[src/rtl/ipc_msg_pkg.sv]
package ipc_msg_pkg;
    localparam int DW        = 32;
    localparam int AW        = 6;
    localparam int NCH       = 4;
    localparam int WSEL_W    = AW - 2;
    localparam int CIDX_W    = $clog2(NCH);
    localparam int GIP_LSB   = 28;
    localparam int RF_LSB    = 24;
    localparam int TE_LSB    = 20;
    localparam int GIR_LSB   = 16;
    localparam int WORD_STAT = 2 * NCH;
    localparam int WORD_CTRL = 2 * NCH + 1;

    typedef enum logic [2:0] {RK_TX, RK_RX, RK_STAT, RK_CTRL, RK_NONE} reg_kind_e;

    typedef struct packed {
        logic [NCH-1:0] gie;
        logic [NCH-1:0] rie;
        logic [NCH-1:0] tie;
    } ctrl_t;

    function automatic reg_kind_e decode_word(input logic [WSEL_W-1:0] w);
        if (int'(w) < NCH)           return RK_TX;
        else if (int'(w) < 2 * NCH)  return RK_RX;
        else if (int'(w) == WORD_STAT) return RK_STAT;
        else if (int'(w) == WORD_CTRL) return RK_CTRL;
        return RK_NONE;
    endfunction

    // channel 0 sits in the top bit of each group
    function automatic logic [NCH-1:0] chan_rev(input logic [NCH-1:0] v);
        logic [NCH-1:0] r;
        for (int n = 0; n < NCH; n++) r[n] = v[NCH-1-n];
        return r;
    endfunction

    function automatic logic [NCH-1:0] field_get(input logic [DW-1:0] word, input int lsb);
        return chan_rev(word[lsb +: NCH]);
    endfunction

    function automatic logic [DW-1:0] field_put(input logic [NCH-1:0] v, input int lsb);
        logic [DW-1:0] r;
        r = '0;
        r[lsb +: NCH] = chan_rev(v);
        return r;
    endfunction
endpackage

[src/rtl/ipc_chan_link.sv]
module ipc_chan_link #(
    parameter int WORD_W = 32
) (
    input  logic              clk,
    input  logic              rst,
    input  logic              wr_en,
    input  logic [WORD_W-1:0] wdata,
    input  logic              rd_en,
    output logic [WORD_W-1:0] data,
    output logic              full
);
    always_ff @(posedge clk) begin
        if (rst) begin
            data <= '0;
            full <= 1'b0;
        end else if (wr_en && !full) begin
            data <= wdata;
            full <= 1'b1;
        end else if (rd_en && full) begin
            full <= 1'b0;
        end
    end
endmodule

[src/rtl/ipc_side_bank.sv]
module ipc_side_bank
    import ipc_msg_pkg::*;
(
    input  logic                    clk,
    input  logic                    rst,
    input  logic                    sel,
    input  logic                    wr,
    input  logic [AW-1:0]           addr,
    input  logic [DW-1:0]           wdata,
    input  logic [NCH-1:0]          tx_full,
    input  logic [NCH-1:0]          rx_full,
    input  logic [NCH-1:0][DW-1:0]  tx_data,
    input  logic [NCH-1:0][DW-1:0]  rx_data,
    input  logic [NCH-1:0]          db_in,
    output logic [DW-1:0]           rdata,
    output logic                    irq,
    output logic [NCH-1:0]          tx_wr,
    output logic [NCH-1:0]          rx_rd,
    output logic [NCH-1:0]          gir
);
    logic [WSEL_W-1:0] word;
    logic [CIDX_W-1:0] cidx;
    reg_kind_e         kind;
    logic              wr_en, rd_en;
    ctrl_t             ctrl;
    logic [NCH-1:0]    gip, w1c;
    logic              unused_lsb;

    assign word       = addr[AW-1:2];
    assign cidx       = word[CIDX_W-1:0];
    assign kind       = decode_word(word);
    assign wr_en      = sel && wr;
    assign rd_en      = sel && !wr;
    assign unused_lsb = ^addr[1:0];
    assign w1c        = (wr_en && kind == RK_STAT) ? field_get(wdata, GIP_LSB) : '0;

    always_comb begin
        tx_wr = '0;
        rx_rd = '0;
        if (wr_en && kind == RK_TX) tx_wr[cidx] = 1'b1;
        if (rd_en && kind == RK_RX) rx_rd[cidx] = 1'b1;
    end

    always_ff @(posedge clk) begin
        if (rst) begin
            ctrl <= '0;
            gip  <= '0;
            gir  <= '0;
        end else begin
            if (wr_en && kind == RK_CTRL) begin
                ctrl <= '{gie: field_get(wdata, GIP_LSB),
                          rie: field_get(wdata, RF_LSB),
                          tie: field_get(wdata, TE_LSB)};
            end
            gir <= (wr_en && kind == RK_CTRL) ? field_get(wdata, GIR_LSB) : '0;
            gip <= (gip & ~w1c) | db_in;
        end
    end

    always_comb begin
        rdata = '0;
        if (rd_en) begin
            unique case (kind)
                RK_TX:   rdata = tx_data[cidx];
                RK_RX:   rdata = rx_data[cidx];
                RK_STAT: rdata = field_put(gip, GIP_LSB) | field_put(rx_full, RF_LSB)
                               | field_put(~tx_full, TE_LSB);
                RK_CTRL: rdata = field_put(ctrl.gie, GIP_LSB) | field_put(ctrl.rie, RF_LSB)
                               | field_put(ctrl.tie, TE_LSB) | field_put(gir, GIR_LSB);
                default: rdata = '0;
            endcase
        end
    end

    assign irq = |((gip & ctrl.gie) | (rx_full & ctrl.rie) | (~tx_full & ctrl.tie));
endmodule

[src/rtl/ipc_msg_unit.sv]
module ipc_msg_unit
    import ipc_msg_pkg::*;
(
    input  logic          clk,
    input  logic          rst,
    input  logic          a_sel,
    input  logic          a_wr,
    input  logic [AW-1:0] a_addr,
    input  logic [DW-1:0] a_wdata,
    output logic [DW-1:0] a_rdata,
    output logic          a_irq,
    input  logic          b_sel,
    input  logic          b_wr,
    input  logic [AW-1:0] b_addr,
    input  logic [DW-1:0] b_wdata,
    output logic [DW-1:0] b_rdata,
    output logic          b_irq
);
    logic [NCH-1:0][DW-1:0] ab_data, ba_data;
    logic [NCH-1:0]         ab_full, ba_full;
    logic [NCH-1:0]         a_tx_wr, a_rx_rd, a_gir;
    logic [NCH-1:0]         b_tx_wr, b_rx_rd, b_gir;

    for (genvar n = 0; n < NCH; n++) begin : g_chan
        ipc_chan_link #(.WORD_W(DW)) u_ab (
            .clk(clk), .rst(rst), .wr_en(a_tx_wr[n]), .wdata(a_wdata),
            .rd_en(b_rx_rd[n]), .data(ab_data[n]), .full(ab_full[n]));
        ipc_chan_link #(.WORD_W(DW)) u_ba (
            .clk(clk), .rst(rst), .wr_en(b_tx_wr[n]), .wdata(b_wdata),
            .rd_en(a_rx_rd[n]), .data(ba_data[n]), .full(ba_full[n]));
    end

    ipc_side_bank u_side_a (
        .clk(clk), .rst(rst), .sel(a_sel), .wr(a_wr), .addr(a_addr), .wdata(a_wdata),
        .tx_full(ab_full), .rx_full(ba_full), .tx_data(ab_data), .rx_data(ba_data),
        .db_in(b_gir), .rdata(a_rdata), .irq(a_irq),
        .tx_wr(a_tx_wr), .rx_rd(a_rx_rd), .gir(a_gir));

    ipc_side_bank u_side_b (
        .clk(clk), .rst(rst), .sel(b_sel), .wr(b_wr), .addr(b_addr), .wdata(b_wdata),
        .tx_full(ba_full), .rx_full(ab_full), .tx_data(ba_data), .rx_data(ab_data),
        .db_in(a_gir), .rdata(b_rdata), .irq(b_irq),
        .tx_wr(b_tx_wr), .rx_rd(b_rx_rd), .gir(b_gir));
endmodule

[config.mk]
export PLATFORM = sky130hd
export DESIGN_NAME = ipc_msg_unit
export DESIGN_NICKNAME = d
export VERILOG_FILES = /design/src/rtl/ipc_msg_pkg.sv /design/src/rtl/ipc_chan_link.sv /design/src/rtl/ipc_side_bank.sv /design/src/rtl/ipc_msg_unit.sv
export SDC_FILE = /design/constraint.sdc
export NUM_CORES = 1
export LEC_CHECK = 0
export BUFFER_PORTS_ARGS = -buffer_cell sky130_fd_sc_hd__buf_2
export CORE_AREA = 2 2 130 228
export DETAILED_ROUTE_END_ITERATION = 10
export DIE_AREA = 0 0 132 230
export GPL_TIMING_DRIVEN = 0
export HOLD_SLACK_MARGIN = 0.1
export PLACE_DENSITY_LB_ADDON = 0.12
export SLEW_MARGIN = 40
export SYNTH_ARGS = -nofsm -noshare
export SYNTH_HDL_FRONTEND = slang
export SYNTH_SLANG_ARGS = --single-unit
[constraint.sdc]
create_clock -name clk -period 1.9 [get_ports clk]
set_input_delay 0.38 -clock clk [delete_from_list [all_inputs] [get_ports clk]]
set_output_delay 0.38 -clock clk [all_outputs]
set_load 0.05 [all_outputs]
==> impl_metrics.env, run 1 <==
export IMPL_nets=2203
export IMPL_grt_max_degree=16
export IMPL_syn_nets=1889
export IMPL_root_buffer="clkbuf_16"
export IMPL_worst_pin_slew_ns=0.909
export IMPL_grt_use_met2_pct=73.1
export IMPL_insertion_delay_ns=0.57
export IMPL_grt_overflow=0
export IMPL_die_area_mm2=0.0304
export IMPL_antenna_found_initial=0
export IMPL_synthAdderAreaFrac_pct=0
export IMPL_dieHeight_um=230
export IMPL_rsz0062_at_grt="true"
export IMPL_synthToLayoutAreaGrowth_pct=40.7
export IMPL_critPathMaxFanout=2
export IMPL_dp_hpwl_um=47700
export IMPL_clk_pin_slew_ns=0.07
export IMPL_cp_slowest_cell="mux4_2"
export IMPL_tns_ns=-22.70
export IMPL_rr_endpoint="g_chan[3].u_ab.data[26]"
export IMPL_synth_seq_area_share_pct=39.9
export IMPL_routabilityCongestion=0.971
export IMPL_synthFlopType="dfxtp_1"
export IMPL_setup_viol_count_final=66
export IMPL_htreeDepth=1
export IMPL_final_util_pct=75.4
export IMPL_synth_area_per_cell_um2=8.43
export IMPL_synth_compound_area_share_pct=15.3
export IMPL_grt_busiest_layer="met2"
export IMPL_final_period_utilization_pct=129
export IMPL_port_buffers=141
export IMPL_die_width_um=132
export IMPL_status="finished, violations left"
export IMPL_grt_total_usage_pct=44.1
export IMPL_synthMuxAreaShare_pct=20.5
export IMPL_power_frac_seq_pct=45.7
export IMPL_slew_violations=0
export IMPL_p_sw_mw=3.68
export IMPL_use_met3_pct=6.70
export IMPL_grt_pass1_vias=15900
export IMPL_failed_checks="negative setup slack"
export IMPL_drcViolationCount=0
export IMPL_synth_top_family_by_area="multiplexers"
export IMPL_totalWireLength_um=68900
export IMPL_p_comb_share_pct=12.3
export IMPL_syn_area_mm2=0.0152
export IMPL_critPathBufInv=1
export IMPL_wl_per_cell_um=27.4
export IMPL_clock_power_share_pct=42.0
export IMPL_final_setup_skew_ns=0.00717
export IMPL_drt_pass1_iterations=7
export IMPL_start_kind="flip-flop"
export IMPL_hold_viol=0
export IMPL_hold_ws_ns=0.101
export IMPL_leakage_nw=7.30
export IMPL_start_util_pct=53.6
export IMPL_vias_per_cell=6.39
export IMPL_mostFrequentLayoutCells="nand2_1, a21oi_1, dfxtp_1, buf_2, mux4_2"
export IMPL_arrival_ns=2.07
export IMPL_relSlewSlack_pct=38.9
export IMPL_drv_cap=0
export IMPL_synth_warnings=0
export IMPL_synth_edf_count=0
export IMPL_holdPathStages=3
export IMPL_cts_sinks=304
export IMPL_internal_power_mw=10.4
export IMPL_cts_buffers=28
export IMPL_cpPeakStageDelay_ns=0.58
export IMPL_drtIter0Drc=1481
export IMPL_drive_gt1_share_pct=36.2
export IMPL_antenna_cells=0
export IMPL_cp_top_family="multiplexers"
export IMPL_power_density_mw_per_mm2=658
export IMPL_post_route_min_period_ns=2.45
export IMPL_setup_ws_ns=-0.552
export IMPL_hold_path_endpoint="g_chan[2].u_ab.data[13]"
export IMPL_synth_seq_cells=304
export IMPL_core_mm2=0.0284
export IMPL_final_common_cell="nand2_1"
export IMPL_ant_nets=0
export IMPL_synth_simple_gate_area_share_pct=19.5
export IMPL_use_met1_pct=44.7
export IMPL_ff2ff_path_depth=5
export IMPL_ir_drop_mv=0.941
export IMPL_pin_count=148
export IMPL_finalPower_mw=14.1
export IMPL_hp_start="a_wdata[13]"
export IMPL_swShare_pct=26.1
export IMPL_critPathKind="flip-flop to output port"
export IMPL_cts_tree="built"
export IMPL_grt_pass1_wl_um=99100
export IMPL_row_count=82
export IMPL_clockBufferDepth=3
export IMPL_critical_path_required_ns=1.52
export IMPL_netlist_instances=1807
export IMPL_synth_xor_area_share_pct=0
export IMPL_vias=16100
export IMPL_reg2reg_from="g_chan[3].u_ab.full"
export IMPL_rrSetupSlack_ns=0
export IMPL_path_cells="mux4_2, a22oi_2, o21ai_4, buf_6"
export IMPL_async_flop_share_pct=0
export IMPL_place_ws_ns=-0.892
export IMPL_holdCritPathClass="input pin to flip-flop"
export IMPL_clock_fmax_ghz=0.408
export IMPL_ys_types=46
export IMPL_worstSetupEndpointType="output port"
==> power groups by stage <==
stage	sequential (mW)	combinational, mW	clock, mW
after CTS	6.45	1.61	5.90
after detailed placement	6.61	1.25	0
after floorplan	6.59	0.760	0
after global routing	6.45	1.78	6.14
final	6.45	1.73	5.92
after global placement	6.60	1.24	0
==> cell usage after synthesis, types with 14 or more instances <==
cell type	count	area [um2]
o21ai_0	35	175
a22oi_1	24	180
buf_2	55	275
nor2_1	47	176
clkbuf_1	75	282
a21oi_1	337	1690
dfxtp_1	304	6090
nand2_1	601	2260
buf_4	14	105
mux2i_1	82	821
mux4_2	96	2160
==> stage by stage <==
step | cell area (um2) | instances
finish | 21400 | 2519
global route | 21400 | 2519
CTS | 20900 | 2498
detailed placement | 17500 | 2326
global placement | 17500 | 2326
floorplan | 16300 | 1807
==> cells by family (layout without fill, tap and decap cells) <==
| group | count (synthesis) | in the layout |
|---|---|---|
| simple gates | 718 | 718 |
| compound gates | 434 | 434 |
| flops | 304 | 304 |
| mux | 190 | 190 |
| buf+inv | 161 | 495 |
==> worst max path at each step <==
stage	slack, ns	start	end	depth (start not counted)
floorplan	-0.08	b_addr[4]	b_rdata[19]	5
global placement	-0.86	b_addr[3]	b_rdata[24]	9
detailed placement	-0.89	b_addr[3]	b_rdata[24]	9
CTS	-0.55	g_chan[3].u_ba.data[18]	a_rdata[18]	4
global route	-0.55	g_chan[3].u_ba.data[20]	a_rdata[20]	4
finish	-0.55	g_chan[3].u_ba.data[21]	a_rdata[21]	4
==> worst register-to-register path, delay by kind of cell (launching register included) <==
| kind | cells | cell delay, ns |
|---|---|---|
| DFF | 1 | 0.41 |
| buffers and inverters | 2 | 0.72 |
| and+or+nand+nor | 2 | 0.55 |
| AOI/OAI and AO/OA | 1 | 0.15 |
==> metal layers <==
metal | routed length (um) | share of wire, %
met2 | 32700 | 47
met5 | 0 | 0
met4 | 9570 | 14
met1 | 21500 | 31
met3 | 5110 | 7.4
==> state kept, by name, summed over array words and instances, names as in the netlist <==
signal and cells:
u_side_a.gir 4, g_chan.u_ba.data 128, g_chan.u_ab.data 128, u_side_b.gip 4, u_side_a.ctrl 12, u_side_b.ctrl 12
u_side_a.gip 4, u_side_b.gir 4, g_chan.u_ba.full 4, g_chan.u_ab.full 4
==> repair_timing <==
item	CTS	global route
hold buffers	44	0
endpoints found under the setup margin	165	138
pin swaps	85	34
endpoints found under the hold margin	139	0
cloned	6	3
setup buffers	73	24
gates resized for setup	418	106
==> final cells by class <==
class	instances	area (um2)
Multi-Input combinational cell	1342	9800
Fill cell	2111	6980
Sequential cell	304	6240
Timing Repair Buffer	287	2730
Buffer	146	1200
Clock buffer	39	823
Tap cell	378	473
Clock inverter	11	115
Inverter	12	48.8
Power figures use the tool's default switching activity.
==> run 2, diff against run 1 <==
--- a/config.mk
+++ b/config.mk
@@ -6,9 +6,9 @@
 export NUM_CORES = 1
 export LEC_CHECK = 0
 export BUFFER_PORTS_ARGS = -buffer_cell sky130_fd_sc_hd__buf_2
-export CORE_AREA = 2 2 130 228
+export CORE_AREA = 2 2 151 264
 export DETAILED_ROUTE_END_ITERATION = 10
-export DIE_AREA = 0 0 132 230
+export DIE_AREA = 0 0 153 266
 export GPL_TIMING_DRIVEN = 0
 export HOLD_SLACK_MARGIN = 0.1
 export PLACE_DENSITY_LB_ADDON = 0.12
==> constraint.sdc (replaced) <==
create_clock -name clk -period 2 [get_ports clk]
set_input_delay 0.4 -clock clk [delete_from_list [all_inputs] [get_ports clk]]
set_output_delay 0.4 -clock clk [all_outputs]
set_load 0.05 [all_outputs]
==> run 2 against run 1 <==
Compared with the run above:
- the run still ends with negative setup slack left
- largest cell class unchanged
- flip-flop and latch count is the same
- cell area shrank 0.37%
- final cell count grew 3.1%
- non-clock buffer count shrank 33
- sequential share of layout area grew 0.23 points
- clock skew grew 0.0039 ns
- routed wire length grew 0.22%
- utilization shrank 20 points
- clock-buffer cell count grew 7
- largest power group unchanged
- worst hold slack gained 0.011 ns
==> impl_metrics.env, run 2 (synthesized netlist as in run 1, its figures left out) <==
export IMPL_ant_nets=0
export IMPL_critPathKind="flip-flop to output port"
export IMPL_mostFrequentLayoutCells="nand2_1, a21oi_1, dfxtp_1, buf_2, mux4_2"
export IMPL_port_buffers=141
export IMPL_clk_pin_slew_ns=0.06
export IMPL_cts_buffers=30
export IMPL_pin_count=148
export IMPL_top_regs="g_chan.u_ab.data x128, g_chan.u_ba.data x128"
export IMPL_cpPeakStageDelay_ns=0.61
export IMPL_hold_ws_ns=0.112
export IMPL_fillCellCount=3549
export IMPL_final_common_cell="nand2_1"
export IMPL_grt_pass1_vias=15100
export IMPL_failed_checks="negative setup slack"
export IMPL_start_util_pct=39.3
export IMPL_grt_use_met2_pct=58.4
export IMPL_row_count=96
export IMPL_use_met1_pct=34.4
export IMPL_relSlewSlack_pct=30.6
export IMPL_leakage_nw=7.09
export IMPL_die_width_um=153
export IMPL_cp_slowest_cell="mux4_2"
export IMPL_insertion_delay_ns=0.59
export IMPL_final_area_mm2=0.0214
export IMPL_dp_hpwl_um=50800
export IMPL_nets=2172
export IMPL_grt_pass1_wl_um=99200
export IMPL_cts_sinks=304
export IMPL_final_util_pct=55.1
export IMPL_arrival_ns=2.11
export IMPL_routabilityCongestion=0.943
export IMPL_drcViolationCount=0
export IMPL_drt_pass1_iterations=6
export IMPL_drtIter0Drc=1047
export IMPL_dieHeight_um=266
export IMPL_drv_cap=0
export IMPL_grt_overflow=0
export IMPL_path_cells="mux4_2, a22oi_2, o21ai_4, buf_6"
export IMPL_synthToLayoutAreaGrowth_pct=40.2
export IMPL_root_buffer="clkbuf_16"
export IMPL_setup_ws_ns=-0.509
export IMPL_die_area_mm2=0.0407
export IMPL_grt_max_degree=15
export IMPL_slew_violations=0
export IMPL_cts_tree="built"
export IMPL_post_route_min_period_ns=2.51
export IMPL_worstSetupEndpointType="output port"
export IMPL_wl_per_cell_um=26.6
export IMPL_holdCritPathClass="input pin to flip-flop"
export IMPL_core_mm2=0.0388
export IMPL_cp_top_family="multiplexers"
export IMPL_power_density_mw_per_mm2=625
export IMPL_antenna_cells=0
export IMPL_status="finished, violations left"
export IMPL_drive_gt1_share_pct=36.0
export IMPL_vias=15100
export IMPL_worst_pin_slew_ns=1.03
export IMPL_vias_per_cell=5.82
export IMPL_final_setup_skew_ns=0.0111
export IMPL_final_period_utilization_pct=125
export IMPL_critPathBufInv=1
export IMPL_hold_viol=0
export IMPL_totalWireLength_um=69100
export IMPL_antenna_found_initial=0
export IMPL_start_kind="flip-flop"
export IMPL_ir_drop_mv=0.589
export IMPL_critPathMaxFanout=2
export IMPL_clockBufferDepth=3
export IMPL_setup_viol_count_final=66
export IMPL_htreeDepth=1
export IMPL_critical_path_required_ns=1.60
export IMPL_dpl_cell_area_mm2=0.0175
export IMPL_rsz0062_at_grt="true"
export IMPL_use_met3_pct=3.94
export IMPL_grt_busiest_layer="met2"
export IMPL_clock_fmax_ghz=0.399
export IMPL_grt_total_usage_pct=33.3
run 2: final cells by class:
| class | instances | area (um2) | area share, % |
|---|---|---|---|
| multi-input cells | 1342 | 9950 | 46.6 |
| plain buffers | 147 | 1180 | 5.52 |
| clock buffers | 46 | 892 | 4.18 |
| repair buffers | 253 | 2370 | 11.1 |
| flip-flops and latches | 304 | 6270 | 29.3 |
| clock inverters | 3 | 42.5 | 0.199 |
| inverters | 12 | 46.3 | 0.217 |
| well taps | 490 | 613 | 2.87 |
run 2: where the power goes:
group	total (mW)	switching, mW	internal, mW
Sequential	6.13	0.0474	6.08
Combinational	1.59	0.934	0.653
Clock	5.65	2.49	3.16
run 2: timing repair:
action                                  4_1_cts  5_1_grt
gates cloned                                  9        1
resized for setup                           446      119
endpoints found under the setup margin      134       97
hold buffers                                 43        0
pin swaps                                    73       47
hold endpoints to repair                    147        0
setup buffers                                42       22
run 2: through the flow:
step	total power, mW	TNS [ns]	worst slack [ns]	instances
4_1_cts	13.3	-19.70	-0.494	2581
2_1_floorplan	6.96	-0.558	-0.0322	1807
3_3_place_gp	7.45	-70.27	-0.880	2438
3_5_place_dp	7.46	-73.95	-0.873	2438
5_1_grt	13.7	-19.42	-0.529	2597
6_report	13.4	-18.25	-0.509	2597
run 2: worst paths after layout:
path / start / end / slack [ns] / depth (start not counted)
setup reg to reg: g_chan[1].u_ab.full / g_chan[1].u_ab.data[31] / 0.07 / 4
hold reg to reg: g_chan[0].u_ab.data[6] / g_chan[0].u_ab.data[6] / 0.46 / 2
setup / recovery: g_chan[3].u_ba.data[20] / a_rdata[20] / -0.51 / 4
hold / removal: a_wdata[23] / g_chan[1].u_ab.data[23] / 0.11 / 3
run 2: worst min-delay path: stages:
cell and delay, ns:
buf_2 0.14, nand2_1 0.06, a21oi_1 0.05
run 2: metal layers:
metal,wire length [um],vias up
li1,-,6877
met1,23100,7306
met2,34400,666
met3,3470,254
met4,8080,0
met5,0,-
==> run 3, diff against run 2 <==
--- a/config.mk
+++ b/config.mk
@@ -6,13 +6,12 @@
 export NUM_CORES = 1
 export LEC_CHECK = 0
 export BUFFER_PORTS_ARGS = -buffer_cell sky130_fd_sc_hd__buf_2
-export CORE_AREA = 2 2 151 264
+export CORE_AREA = 2 2 133 232
 export DETAILED_ROUTE_END_ITERATION = 10
-export DIE_AREA = 0 0 153 266
+export DIE_AREA = 0 0 135 234
 export GPL_TIMING_DRIVEN = 0
-export HOLD_SLACK_MARGIN = 0.1
+export HOLD_SLACK_MARGIN = 0.12
 export PLACE_DENSITY_LB_ADDON = 0.12
-export SLEW_MARGIN = 40
 export SYNTH_ARGS = -nofsm -noshare
 export SYNTH_HDL_FRONTEND = slang
 export SYNTH_SLANG_ARGS = --single-unit
==> run 3 against run 2 <==
Compared with the run above:
- the flow still finishes with violations (negative setup slack)
- worst setup slack lost 0.054 ns
- cell area increased by 2.3%
- first-iteration DRC count grew 58%
- via count up 6.9%
- non-clock buffer count rose by 31
- critical path type unchanged
- critical endpoint is now b_rdata[20]
==> impl_metrics.env, run 3 (synthesized netlist as in run 1, its figures left out) <==
export IMPL_totalWireLength_um=69900
export IMPL_row_count=84
export IMPL_nets=2203
export IMPL_ant_nets=0
export IMPL_hp_start="a_wdata[24]"
export IMPL_drive_gt1_share_pct=36.6
export IMPL_final_period_utilization_pct=128
export IMPL_final_common_cell="nand2_1"
export IMPL_clock_fmax_ghz=0.390
export IMPL_routabilityCongestion=0.990
export IMPL_synthToLayoutAreaGrowth_pct=43.4
export IMPL_drtIter0Drc=1658
export IMPL_hold_ws_ns=0.121
export IMPL_power_density_mw_per_mm2=659
export IMPL_post_route_min_period_ns=2.56
export IMPL_arrival_ns=2.16
export IMPL_vias=16100
export IMPL_port_buffers=141
export IMPL_drt_pass1_iterations=8
export IMPL_slew_violations=0
export IMPL_mostFrequentLayoutCells="nand2_1, a21oi_1, dfxtp_1, buf_2, dfxtp_2"
export IMPL_grt_pass1_vias=16100
export IMPL_clk_pin_slew_ns=0.07
export IMPL_failed_checks="negative setup slack"
export IMPL_cts_buffers=30
export IMPL_reg2reg_from="g_chan[3].u_ab.full"
export IMPL_htreeDepth=1
export IMPL_path_cells="mux2_4, o211ai_1, o21ai_2, buf_6"
export IMPL_clockBufferDepth=3
export IMPL_setup_viol_count_final=66
export IMPL_core_mm2=0.0298
export IMPL_cp_slowest_cell="o211ai_1"
export IMPL_root_buffer="clkbuf_16"
export IMPL_cpPeakStageDelay_ns=0.54
export IMPL_worstSetupEndpointType="output port"
export IMPL_die_area_mm2=0.0316
export IMPL_hold_viol=0
export IMPL_cts_sinks=304
export IMPL_critPathKind="flip-flop to output port"
export IMPL_critPathMaxFanout=3
export IMPL_critPathBufInv=1
export IMPL_rr_endpoint="g_chan[3].u_ab.data[17]"
export IMPL_ir_drop_mv=0.783
export IMPL_grt_pass1_wl_um=101000
export IMPL_cp_depth=4
export IMPL_insertion_delay_ns=0.59
export IMPL_grt_total_usage_pct=44.0
export IMPL_vias_per_cell=6.37
export IMPL_rsz0062_at_grt="true"
export IMPL_wl_per_cell_um=27.6
export IMPL_pin_count=148
export IMPL_holdPathStages=3
export IMPL_dp_hpwl_um=47400
export IMPL_tns_ns=-19.62
export IMPL_setup_ws_ns=-0.563
export IMPL_hold_path_endpoint="u_side_a.ctrl[7]"
export IMPL_rrSetupSlack_ns=0.09
export IMPL_start_util_pct=51.0
export IMPL_drcViolationCount=0
export IMPL_drv_cap=0
export IMPL_worst_pin_slew_ns=0.880
export IMPL_finalPower_mw=14.4
export IMPL_grt_overflow=0
export IMPL_cp_top_family="compound AO/OA/AOI/OAI gates"
export IMPL_final_setup_skew_ns=0.0265
export IMPL_die_width_um=135
export IMPL_antenna_found_initial=2
export IMPL_critical_path_required_ns=1.60
export IMPL_grt_max_degree=15
export IMPL_leakage_nw=7.43
export IMPL_ff2ff_path_depth=5
export IMPL_start_kind="flip-flop"
export IMPL_holdCritPathClass="input pin to flip-flop"
export IMPL_status="finished, violations left"
export IMPL_relSlewSlack_pct=41.4
export IMPL_top_regs="g_chan.u_ab.data x128, g_chan.u_ba.data x128"
export IMPL_dieHeight_um=234
export IMPL_cts_tree="built"
## run 3: cell types whose count changed in the layout (fill, tap and decap cells not counted), moves of 7 or more
cell / previous run / this run
mux2i_4: 34 / 25
dlygate4sd3_1: 43 / 53
dfxtp_2: 93 / 100
buf_8: 13 / 22
mux2i_1: 39 / 48
buf_12: 19 / 34
## run 3: through the flow
| stage | cell area (um2) | utilization [%] | instances | worst slack (ns) |
|---|---|---|---|---|
| CTS | 21400 | 71.7 | 2518 | -0.487 |
| finish | 21900 | 73.2 | 2533 | -0.563 |
| detailed placement | 17400 | 58.2 | 2335 | -0.959 |
| global route | 21900 | 73.2 | 2532 | -0.548 |
| global placement | 17400 | 58.2 | 2335 | -0.937 |
| floorplan | 16200 | - | 1807 | -0.0322 |
## run 3: worst max path at each step
stage / to / startpoint
after floorplan: a_rdata[30] / a_addr[2]
after global placement: b_rdata[19] / b_addr[3]
after detailed placement: b_rdata[19] / b_addr[3]
after CTS: a_rdata[19] / g_chan[2].u_ba.data[19]
after global routing: a_rdata[19] / g_chan[2].u_ba.data[19]
final: b_rdata[20] / g_chan[1].u_ab.data[20]
## run 3: tightest hold or removal path: stages
cell and delay, ns:
buf_2 0.14, nand2_1 0.06, a21oi_1 0.05
## run 3: power breakdown
group | leakage [nW] | total (mW) | internal (mW) | switching [mW]
Combinational | 4.37 | 1.68 | 0.716 | 0.964
Clock | 0.549 | 6.58 | 3.95 | 2.63
Sequential | 2.51 | 6.13 | 6.08 | 0.0452
## run 3: layout make-up
class | instances | area [um2]
Sequential cell | 304 | 6250
Tap cell | 387 | 484
Multi-Input combinational cell | 1342 | 9860
Clock buffer | 41 | 873
Timing Repair Buffer | 283 | 2830
Buffer | 148 | 1240
Clock inverter | 15 | 258
Inverter | 12 | 48.8
Fill cell | 2159 | 7990
Antenna cell | 1 | 2.50
## run 3: timing repair
action                                  CTS  global route
buffers inserted                         63            16
endpoints found under the setup margin   97            95
cloned                                   11             2
pin swaps                                80            36
resized for setup                       478            90
hold endpoints to repair                206             0
hold buffers                             53             0
## run 3: routing by layer
metal	vias up	share of wire [%]	GRT usage, %
met5	-	0.019	0
met4	2	13	44.7
met3	411	8.0	10.4
met2	1028	48	72.4
met1	7755	31	44.2
li1	6942	-	-
